$ cat config.mk
export PLATFORM = sky130hd
export DESIGN_NAME = irq_prio_ctrl
export DESIGN_NICKNAME = d
export VERILOG_FILES = /design/src/rtl/irq_ctrl_pkg.sv /design/src/rtl/irq_src_cell.sv /design/src/rtl/irq_arbiter.sv /design/src/rtl/irq_prio_ctrl.sv
export SDC_FILE = /design/constraint.sdc
export NUM_CORES = 1
export LEC_CHECK = 0
export ABC_AREA = 1
export BUFFER_PORTS_ARGS = -buffer_cell sky130_fd_sc_hd__buf_2
export CORE_ASPECT_RATIO = 1.4
export CORE_MARGIN = 2
export CORE_UTILIZATION = 52
export DETAILED_ROUTE_END_ITERATION = 6
export PLACE_DENSITY = 0.79
export SLEW_MARGIN = 5
export SYNTH_ARGS = -nofsm -noshare
export SYNTH_HDL_FRONTEND = slang
export SYNTH_SLANG_ARGS = --single-unit
$ cat constraint.sdc
create_clock -name clk -period 16.5 [get_ports clk]
set_clock_uncertainty 0.1 [all_clocks]
set_input_delay 3.3 -clock clk [delete_from_list [all_inputs] [get_ports clk]]
set_output_delay 3.3 -clock clk [all_outputs]
set_load 0.005 [all_outputs]
$ cat src/rtl/irq_ctrl_pkg.sv
package irq_ctrl_pkg;
    typedef struct packed {
        logic sync1;
        logic sync2;
        logic prev;
        logic pend;
    } src_state_t;
endpackage

$ cat src/rtl/irq_src_cell.sv
module irq_src_cell
    import irq_ctrl_pkg::*;
(
    input  logic clk,
    input  logic rst_n,
    input  logic line_i,
    input  logic edge_mode_i,
    input  logic falling_i,
    input  logic clr_i,
    output logic req_o
);
    src_state_t st_d, st_q;
    logic       hit;

    always_comb begin
        st_d       = st_q;
        st_d.sync1 = line_i;
        st_d.sync2 = st_q.sync1;
        st_d.prev  = st_q.sync2;
        hit        = falling_i ? (!st_q.sync2 && st_q.prev)
                               : (st_q.sync2 && !st_q.prev);
        if (clr_i)
            st_d.pend = 1'b0;
        if (edge_mode_i && hit)
            st_d.pend = 1'b1;
    end

    always_ff @(posedge clk or negedge rst_n) begin
        if (!rst_n) st_q <= '0;
        else        st_q <= st_d;
    end

    assign req_o = edge_mode_i ? st_q.pend : st_q.sync2;


    pend_hold_chk: assert property (@(posedge clk) disable iff (!rst_n)
        (st_q.pend && !clr_i) |=> st_q.pend);
endmodule

$ cat src/rtl/irq_arbiter.sv
module irq_arbiter #(
    parameter int N_SRC  = 8,
    parameter int PRIO_W = 4,
    localparam int ID_W  = (N_SRC > 1) ? $clog2(N_SRC) : 1
) (
    input  logic [N_SRC-1:0]        active_i,
    input  logic [N_SRC*PRIO_W-1:0] prio_i,
    output logic                    valid_o,
    output logic [ID_W-1:0]         id_o
);
    logic [PRIO_W-1:0] best_p;

    always_comb begin
        valid_o = 1'b0;
        best_p  = '0;
        id_o    = '0;
        for (int i = 0; i < N_SRC; i++) begin
            if (active_i[i] && (!valid_o || prio_i[i*PRIO_W +: PRIO_W] > best_p)) begin
                valid_o = 1'b1;
                best_p  = prio_i[i*PRIO_W +: PRIO_W];
                id_o    = ID_W'(i);
            end
        end
    end
endmodule

$ cat src/rtl/irq_prio_ctrl.sv
module irq_prio_ctrl #(
    parameter int N_SRC  = 8,
    parameter int PRIO_W = 4,
    localparam int ID_W  = (N_SRC > 1) ? $clog2(N_SRC) : 1
) (
    input  logic                    clk,
    input  logic                    rst_n,
    input  logic [N_SRC-1:0]        irq_line,
    input  logic [N_SRC-1:0]        cfg_enable,
    input  logic [N_SRC-1:0]        cfg_edge,
    input  logic [N_SRC-1:0]        cfg_falling,
    input  logic [N_SRC*PRIO_W-1:0] cfg_prio,
    input  logic                    clr_valid,
    input  logic [ID_W-1:0]         clr_index,
    output logic                    irq_out,
    output logic                    query_valid,
    output logic [ID_W-1:0]         query_id
);
    logic [N_SRC-1:0] raw_req;
    logic [N_SRC-1:0] active;

    for (genvar g = 0; g < N_SRC; g++) begin : g_src
        irq_src_cell u_cell (
            .clk         (clk),
            .rst_n       (rst_n),
            .line_i      (irq_line[g]),
            .edge_mode_i (cfg_edge[g]),
            .falling_i   (cfg_falling[g]),
            .clr_i       (clr_valid && (clr_index == ID_W'(g))),
            .req_o       (raw_req[g])
        );
    end

    assign active  = raw_req & cfg_enable;
    assign irq_out = |active;

    irq_arbiter #(.N_SRC(N_SRC), .PRIO_W(PRIO_W)) u_arb (
        .active_i (active),
        .prio_i   (cfg_prio),
        .valid_o  (query_valid),
        .id_o     (query_id)
    );


    irq_match_chk: assert property (@(posedge clk) disable iff (!rst_n)
        irq_out == query_valid);


    win_active_chk: assert property (@(posedge clk) disable iff (!rst_n)
        query_valid |-> active[query_id]);


    no_req_chk: assert property (@(posedge clk) disable iff (!rst_n)
        !query_valid |-> (active == '0));

    for (genvar g = 0; g < N_SRC; g++) begin : g_chk

        win_max_chk: assert property (@(posedge clk) disable iff (!rst_n)
            (query_valid && active[g]) |->
            cfg_prio[g*PRIO_W +: PRIO_W] <= cfg_prio[query_id*PRIO_W +: PRIO_W]);

        tie_low_chk: assert property (@(posedge clk) disable iff (!rst_n)
            (query_valid && active[g] && (ID_W'(g) < query_id)) |->
            cfg_prio[g*PRIO_W +: PRIO_W] < cfg_prio[query_id*PRIO_W +: PRIO_W]);
    end
endmodule

After elaboration in Yosys (flattened, before gate mapping)
Cells that the tools add are included.

Order comparisons: 7. Equality and inequality tests: 7. Mux-type cells: 54. Bitwise gates (word level): 1. Reductions and logical operators: 79.

Operators by type and width (count): $mux 1 (41); $logic_and 1x1->1 (39); $gt 4x4->1 (7); $mux 4 (7); $logic_not 1->1 (23); $reduce_bool 2->1 (8); $eq 3x3->1 const B (4); $mux 3 (4); $and 8x8->8 (1); $reduce_or 8->1 (1); $logic_or 1x1->1 (7); $eq 3x2->1 const B (2); $mux 2 (2); $eq 3x1->1 const B (1); $logic_not 3->1 (1).

Flip-flop bits (word level): 32. Output and inout port bits: 5.

Longest topological paths before layout
Word-level depth: 31. Depth in mapped cells: 81. Gate-level depth less buffers: 81.

Cells and area by module
From an unflattened synthesis, not the netlist that was laid out.

Cells, all modules: 400. Area total of the unflattened synthesis: 2601.2 um2.

By module, submodules not included: irq_arbiter (times used 1, cells each 224, area each 1239.9 um2, sequential area each 0.0 um2); irq_src_cell (times used 8, cells each 17, area each 151.4 um2, sequential area each 100.1 um2); irq_prio_ctrl (times used 1, cells each 40, area each 150.1 um2, sequential area each 0.0 um2).

Worst setup path before layout
No wires, ideal clock.

Kind: input port to output port. Start: input port cfg_enable[0]. End: output port query_id[1]. Data arrival time: 10.486 ns. Required time: 13.100 ns. Slack: 2.614 ns. Stages on the path: 75. Buffers on the path: 0. Path through: inv_1 -> nor2_1 -> o21ai_2 -> nor2_1 -> inv_1 -> ha_1 -> nand2_1 -> inv_1 -> nand2_1 -> nand2_1 -> nand2_1 -> nand2_1 -> nand2_1 -> nand2_1 -> nand2_1 -> inv_1 -> ha_1 -> inv_1 -> (+39 left out) -> o211ai_1 -> nand2_1 -> nand2_1 -> nand2_4 -> nand2_4 -> or2_0 -> nand2_1 -> ha_1 -> inv_1 -> nor2_1 -> o21bai_1 -> nand2_1 -> o21ai_0 -> nand2_1 -> nand2_1 -> nand2_1 -> inv_1 -> nand2_1.

Cells in the longest elaborated chain, start to end: 30. Elaborated cells on any way between the ends: 49. Those cells by class: 7 x order compare; 20 x mux; 1 x bitwise; 21 x reduce/logical.

RTL lines: start: declaration (line irq_prio_ctrl.sv:9) `input logic [N_SRC-1:0] cfg_enable,`; $and 8x8->8 * (line irq_prio_ctrl.sv:34) `assign active = raw_req & cfg_enable;`; $mux 4 / $mux 1 (equally long branches) (line irq_arbiter.sv:18) `if (active_i[i] && (!valid_o || prio_i[i*PRIO_W +: PRIO_W] > best_p)) begin`; $gt 4x4->1 / $logic_not 1->1 (equally long branches) (line irq_arbiter.sv:18); $logic_or 1x1->1 (line irq_arbiter.sv:18); $logic_and 1x1->1 (line irq_arbiter.sv:18); $mux 4 / $mux 1 (equally long branches) (line irq_arbiter.sv:18); $gt 4x4->1 / $logic_not 1->1 (equally long branches) (line irq_arbiter.sv:18); $logic_or 1x1->1 (line irq_arbiter.sv:18); (+14 left out); $gt 4x4->1 / $logic_not 1->1 (equally long branches) (line irq_arbiter.sv:18); $logic_or 1x1->1 (line irq_arbiter.sv:18); $logic_and 1x1->1 (line irq_arbiter.sv:18); $mux 4 / $mux 1 (equally long branches) (line irq_arbiter.sv:18); $gt 4x4->1 / $logic_not 1->1 (equally long branches) (line irq_arbiter.sv:18); $logic_or 1x1->1 (line irq_arbiter.sv:18); $logic_and 1x1->1 (line irq_arbiter.sv:18); $mux 3 * (line irq_arbiter.sv:18); end: declaration (line irq_prio_ctrl.sv:17) `output logic [ID_W-1:0] query_id`.

Every way passes the cells marked *; elsewhere a longest branch is shown, timed or not.

Worst setup path after layout
Start: input port cfg_edge[0]. End: output port query_id[1].

Cells in the longest elaborated chain, start to end: 31. Elaborated cells on any way between the ends: 50. Those cells by class: 7 x order compare; 21 x mux; 1 x bitwise; 21 x reduce/logical.

RTL lines: start: declaration (line irq_prio_ctrl.sv:10) `input logic [N_SRC-1:0] cfg_edge,`; $mux 1 * (line irq_src_cell.sv:33) `assign req_o = edge_mode_i ? st_q.pend : st_q.sync2;`; $and 8x8->8 * (line irq_prio_ctrl.sv:34); $mux 4 / $mux 1 (equally long branches) (line irq_arbiter.sv:18); $gt 4x4->1 / $logic_not 1->1 (equally long branches) (line irq_arbiter.sv:18); $logic_or 1x1->1 (line irq_arbiter.sv:18); $logic_and 1x1->1 (line irq_arbiter.sv:18); $mux 4 / $mux 1 (equally long branches) (line irq_arbiter.sv:18); $gt 4x4->1 / $logic_not 1->1 (equally long branches) (line irq_arbiter.sv:18); (+15 left out); $gt 4x4->1 / $logic_not 1->1 (equally long branches) (line irq_arbiter.sv:18); $logic_or 1x1->1 (line irq_arbiter.sv:18); $logic_and 1x1->1 (line irq_arbiter.sv:18); $mux 4 / $mux 1 (equally long branches) (line irq_arbiter.sv:18); $gt 4x4->1 / $logic_not 1->1 (equally long branches) (line irq_arbiter.sv:18); $logic_or 1x1->1 (line irq_arbiter.sv:18); $logic_and 1x1->1 (line irq_arbiter.sv:18); $mux 3 * (line irq_arbiter.sv:18).

Marked as above.

==> flow_summary.yaml <==
run_status:
  status: "complete, no violations"
clock_network:
  ctsResizeCount: 0
  cts_tree: "built"
  htreeDepth: 2
  cts.sinks: 32
  clk_path_buf_depth: 2
  cts_hold_buffers: 0
  worstSkewPairLatency_ns: 0.28
  clock_tree.root_cell: "clkbuf_8"
  numCtsBuffers: 5
  cts_setup_buffers: 0
  clk_pin_slew_ns: 0.07
layout:
  fill_cells: 428
  drive_gt1_share_pct: 21.1
  fin_nets: 533
  n_antenna_cell: 0
  syn2layout_area_growth_pct: 21.9
  final_cell_area_sq_um: 3000
  utilization_pct: 66.2
sta:
  setup_viol: 0
  fin_crit_sh_pct: 92.1
  setup_ws_ns: 1.30
  rsz0062_at_grt: "no"
  worst_pin_slew_ns: 0.665
  slew_headroom_pct: 55.7
  finalHoldViolations: 0
  maxSlewViolCount: 0
  finalWorstPathRequiredPeriod_ns: 15.20
  fin_setup_tns_ns: 0
  max_freq_mhz: 65.8
synth:
  synth.avg_cell_area_sq_um: 6.96
  yosysUniqueCellTypes: 25
  ys_warn_count: 0
  syn-num-nets: 452
  synth_seq_area_share_pct: 32.5
  synthesis.area_sq_um: 2460
  netlist_instances: 354
  synth-seq-cells: 32
die:
  die_w_um: 62.2
  ios: 75
  core_sq_um: 4540
  rows: 29
  die_h_um: 85.4
  start_util_pct: 54.3
  dieArea_sq_um: 5310
worst_setup_path:
  critPathArrivalTime_ns: 11.80
  critPathLaunch: "cfg_edge[0]"
  r2r-start: "g_src[2].u_cell.st_d[1]"
  startpoint_type: "primary input"
  path_class: "primary input to primary output"
  cp_max_fo: 9
  r2r-end: "g_src[2].u_cell.st_q[0]"
  cp_data_required_time_ns: 13.10
  cp_common_cell: "nand2_1"
  reg2reg_depth: 3
  crit_path_end: "query_id[1]"
  crit_path_end_kind: "primary output"
  reg2reg_slack_ns: 15.52
  slowest_stage: "ha_1"
  slowest_delay_ns: 0.29
grt:
  overflow: 0
  antenna_found_initial: 0
  grt_pass1_wl_um: 9490
  track_usage_pct: 21.8
  grt_max_degree: 33
  grt_pass1_vias: 2435
routing:
  drc: 0
  routed_wl_um: 5260
  firstDrtPassIters: 5
  vias: 2480
  wl_per_cell_um: 10.6
  ant_nets: 0
  vias_per_cell: 4.98
  drtIter0Drc: 113
min_path:
  min_path_cells: 0
  hp-class: "flip-flop to flip-flop"
power:
  p_per_area_nw_per_um2: 86.8
  power_frac_comb_pct: 43.7
  peakVddDrop_v: 0.0000719
  seqPwrFrac_pct: 33.3
  p_sw_share_pct: 36.3
  p_sw_w: 0.0000947
  p_leak_nw: 1.77
  intPower_w: 0.000166
  p_clk_share_pct: 22.9
placed_design:
  gp_congestion: 0.883
  numPortBuffers: 74
  hpwl_um: 4510
  place_ws_ns: 1.41
  postPlaceCellArea_sq_um: 2910
run:
  max-cap-violations: 0
logic make-up after synthesis:
kind of cell             count (synthesis)  share of synthesized area (%)
AO/OA/AOI/OAI                           60                           12.7
buffers and inverters                   69                           10.6
adder cells (fa/ha/maj)                 28                           14.2
AND/OR/NAND/NOR                        165                           30.0
flip-flops                              32                           32.5
through the flow:
step / hold slack, ns / std cells / power [W]
floorplan: 0.231 / 354 / 0.000169
global placement: 0.232 / 490 / 0.000198
detailed placement: 0.235 / 490 / 0.000202
CTS: 0.244 / 498 / 0.000264
global route: 0.250 / 498 / 0.000289
finish: 0.237 / 498 / 0.000261
power groups by stage:
stage / Combinational (W) / Clock [W] / Sequential, W
2_1_floorplan: 0.0000817 / 0 / 0.0000875
3_3_place_gp: 0.000110 / 0 / 0.0000881
3_5_place_dp: 0.000114 / 0 / 0.0000884
4_1_cts: 0.000115 / 0.0000622 / 0.0000870
5_1_grt: 0.000136 / 0.0000658 / 0.0000877
6_report: 0.000114 / 0.0000598 / 0.0000869
worst min-delay path by stage:
stage                                    to                     from
detailed placement  g_src[1].u_cell.st_d[1]  g_src[1].u_cell.st_d[2]
global placement    g_src[2].u_cell.st_d[1]  g_src[2].u_cell.st_d[2]
CTS                 g_src[1].u_cell.st_d[1]  g_src[1].u_cell.st_d[2]
finish              g_src[1].u_cell.st_d[1]  g_src[1].u_cell.st_d[2]
floorplan           g_src[0].u_cell.st_d[1]  g_src[0].u_cell.st_d[2]
global route        g_src[2].u_cell.st_d[1]  g_src[2].u_cell.st_d[2]
registers in the layout, indices dropped and copies added, names as in the netlist:
name,cells
g_src.u_cell.st_d,16
g_src.u_cell.st_q,16
synthesized netlist by cell type:
cell type / n / area share, %
nand2_1: 90 / 14
inv_1: 66 / 10
o21ai_0: 36 / 7.3
dfrtp_1: 32 / 33
ha_1: 28 / 14
nand3_1: 27 / 5.5
nor2_1: 21 / 3.2
a21oi_1: 18 / 3.7
and2_1: 9 / 2.3
or2_1: 5 / 1.3
nor3_1: 3 / 0.61
or2_0: 3 / 0.76
inv_2: 2 / 0.30
nand2_4: 2 / 0.91
o21bai_1: 2 / 0.61
a31oi_1: 1 / 0.25
clkinv_2: 1 / 0.20
nand2_2: 1 / 0.25
nand3b_2: 1 / 0.46
nand4_1: 1 / 0.25
nor2_4: 1 / 0.46
o211ai_1: 1 / 0.30
o21ai_1: 1 / 0.20
o21ai_2: 1 / 0.36
or2_4: 1 / 0.36
cell type report:
cell class                      instances  area (sq um)  area share, %
Multi-Input combinational cell        253          1400           46.7
Sequential cell                        32           801           26.7
Timing Repair Buffer                   74           370           12.3
Inverter                               69           260           8.66
Clock buffer                            6          82.6           2.75
Tap cell                               62          77.6           2.58
Clock inverter                          2          10.0          0.333
cells in the final DEF (no fill, tap or decap), types with 2 or more instances in the layout:
master	synthesis	routed
a21oi_1	18	18
and2_1	9	9
buf_2	0	74
clkbuf_8	0	6
clkinv_2	1	3
dfrtp_1	32	32
ha_1	28	28
inv_1	66	66
inv_2	2	2
nand2_1	90	90
nand2_4	2	2
nand3_1	27	27
nor2_1	21	21
nor3_1	3	3
o21ai_0	36	36
o21bai_1	2	2
or2_0	3	3
or2_1	5	5
routing by layer:
layer	up-vias	part of all wire [%]	wire [um]	GRT usage (%)
met4	0	0.44	23	7.27
li1	1289	-	-	-
met1	1108	41	2180	24.0
met5	-	0	0	0
met3	2	5.5	291	2.52
met2	81	53	2760	42.8
critical path: cells and delay by family:
family | cells | cell delay, ns
simple gates | 46 | 4.41
fa+ha+maj | 7 | 1.79
compound gates | 13 | 1.27
buf+inv | 13 | 1.02
Power figures use the tool's default switching activity.
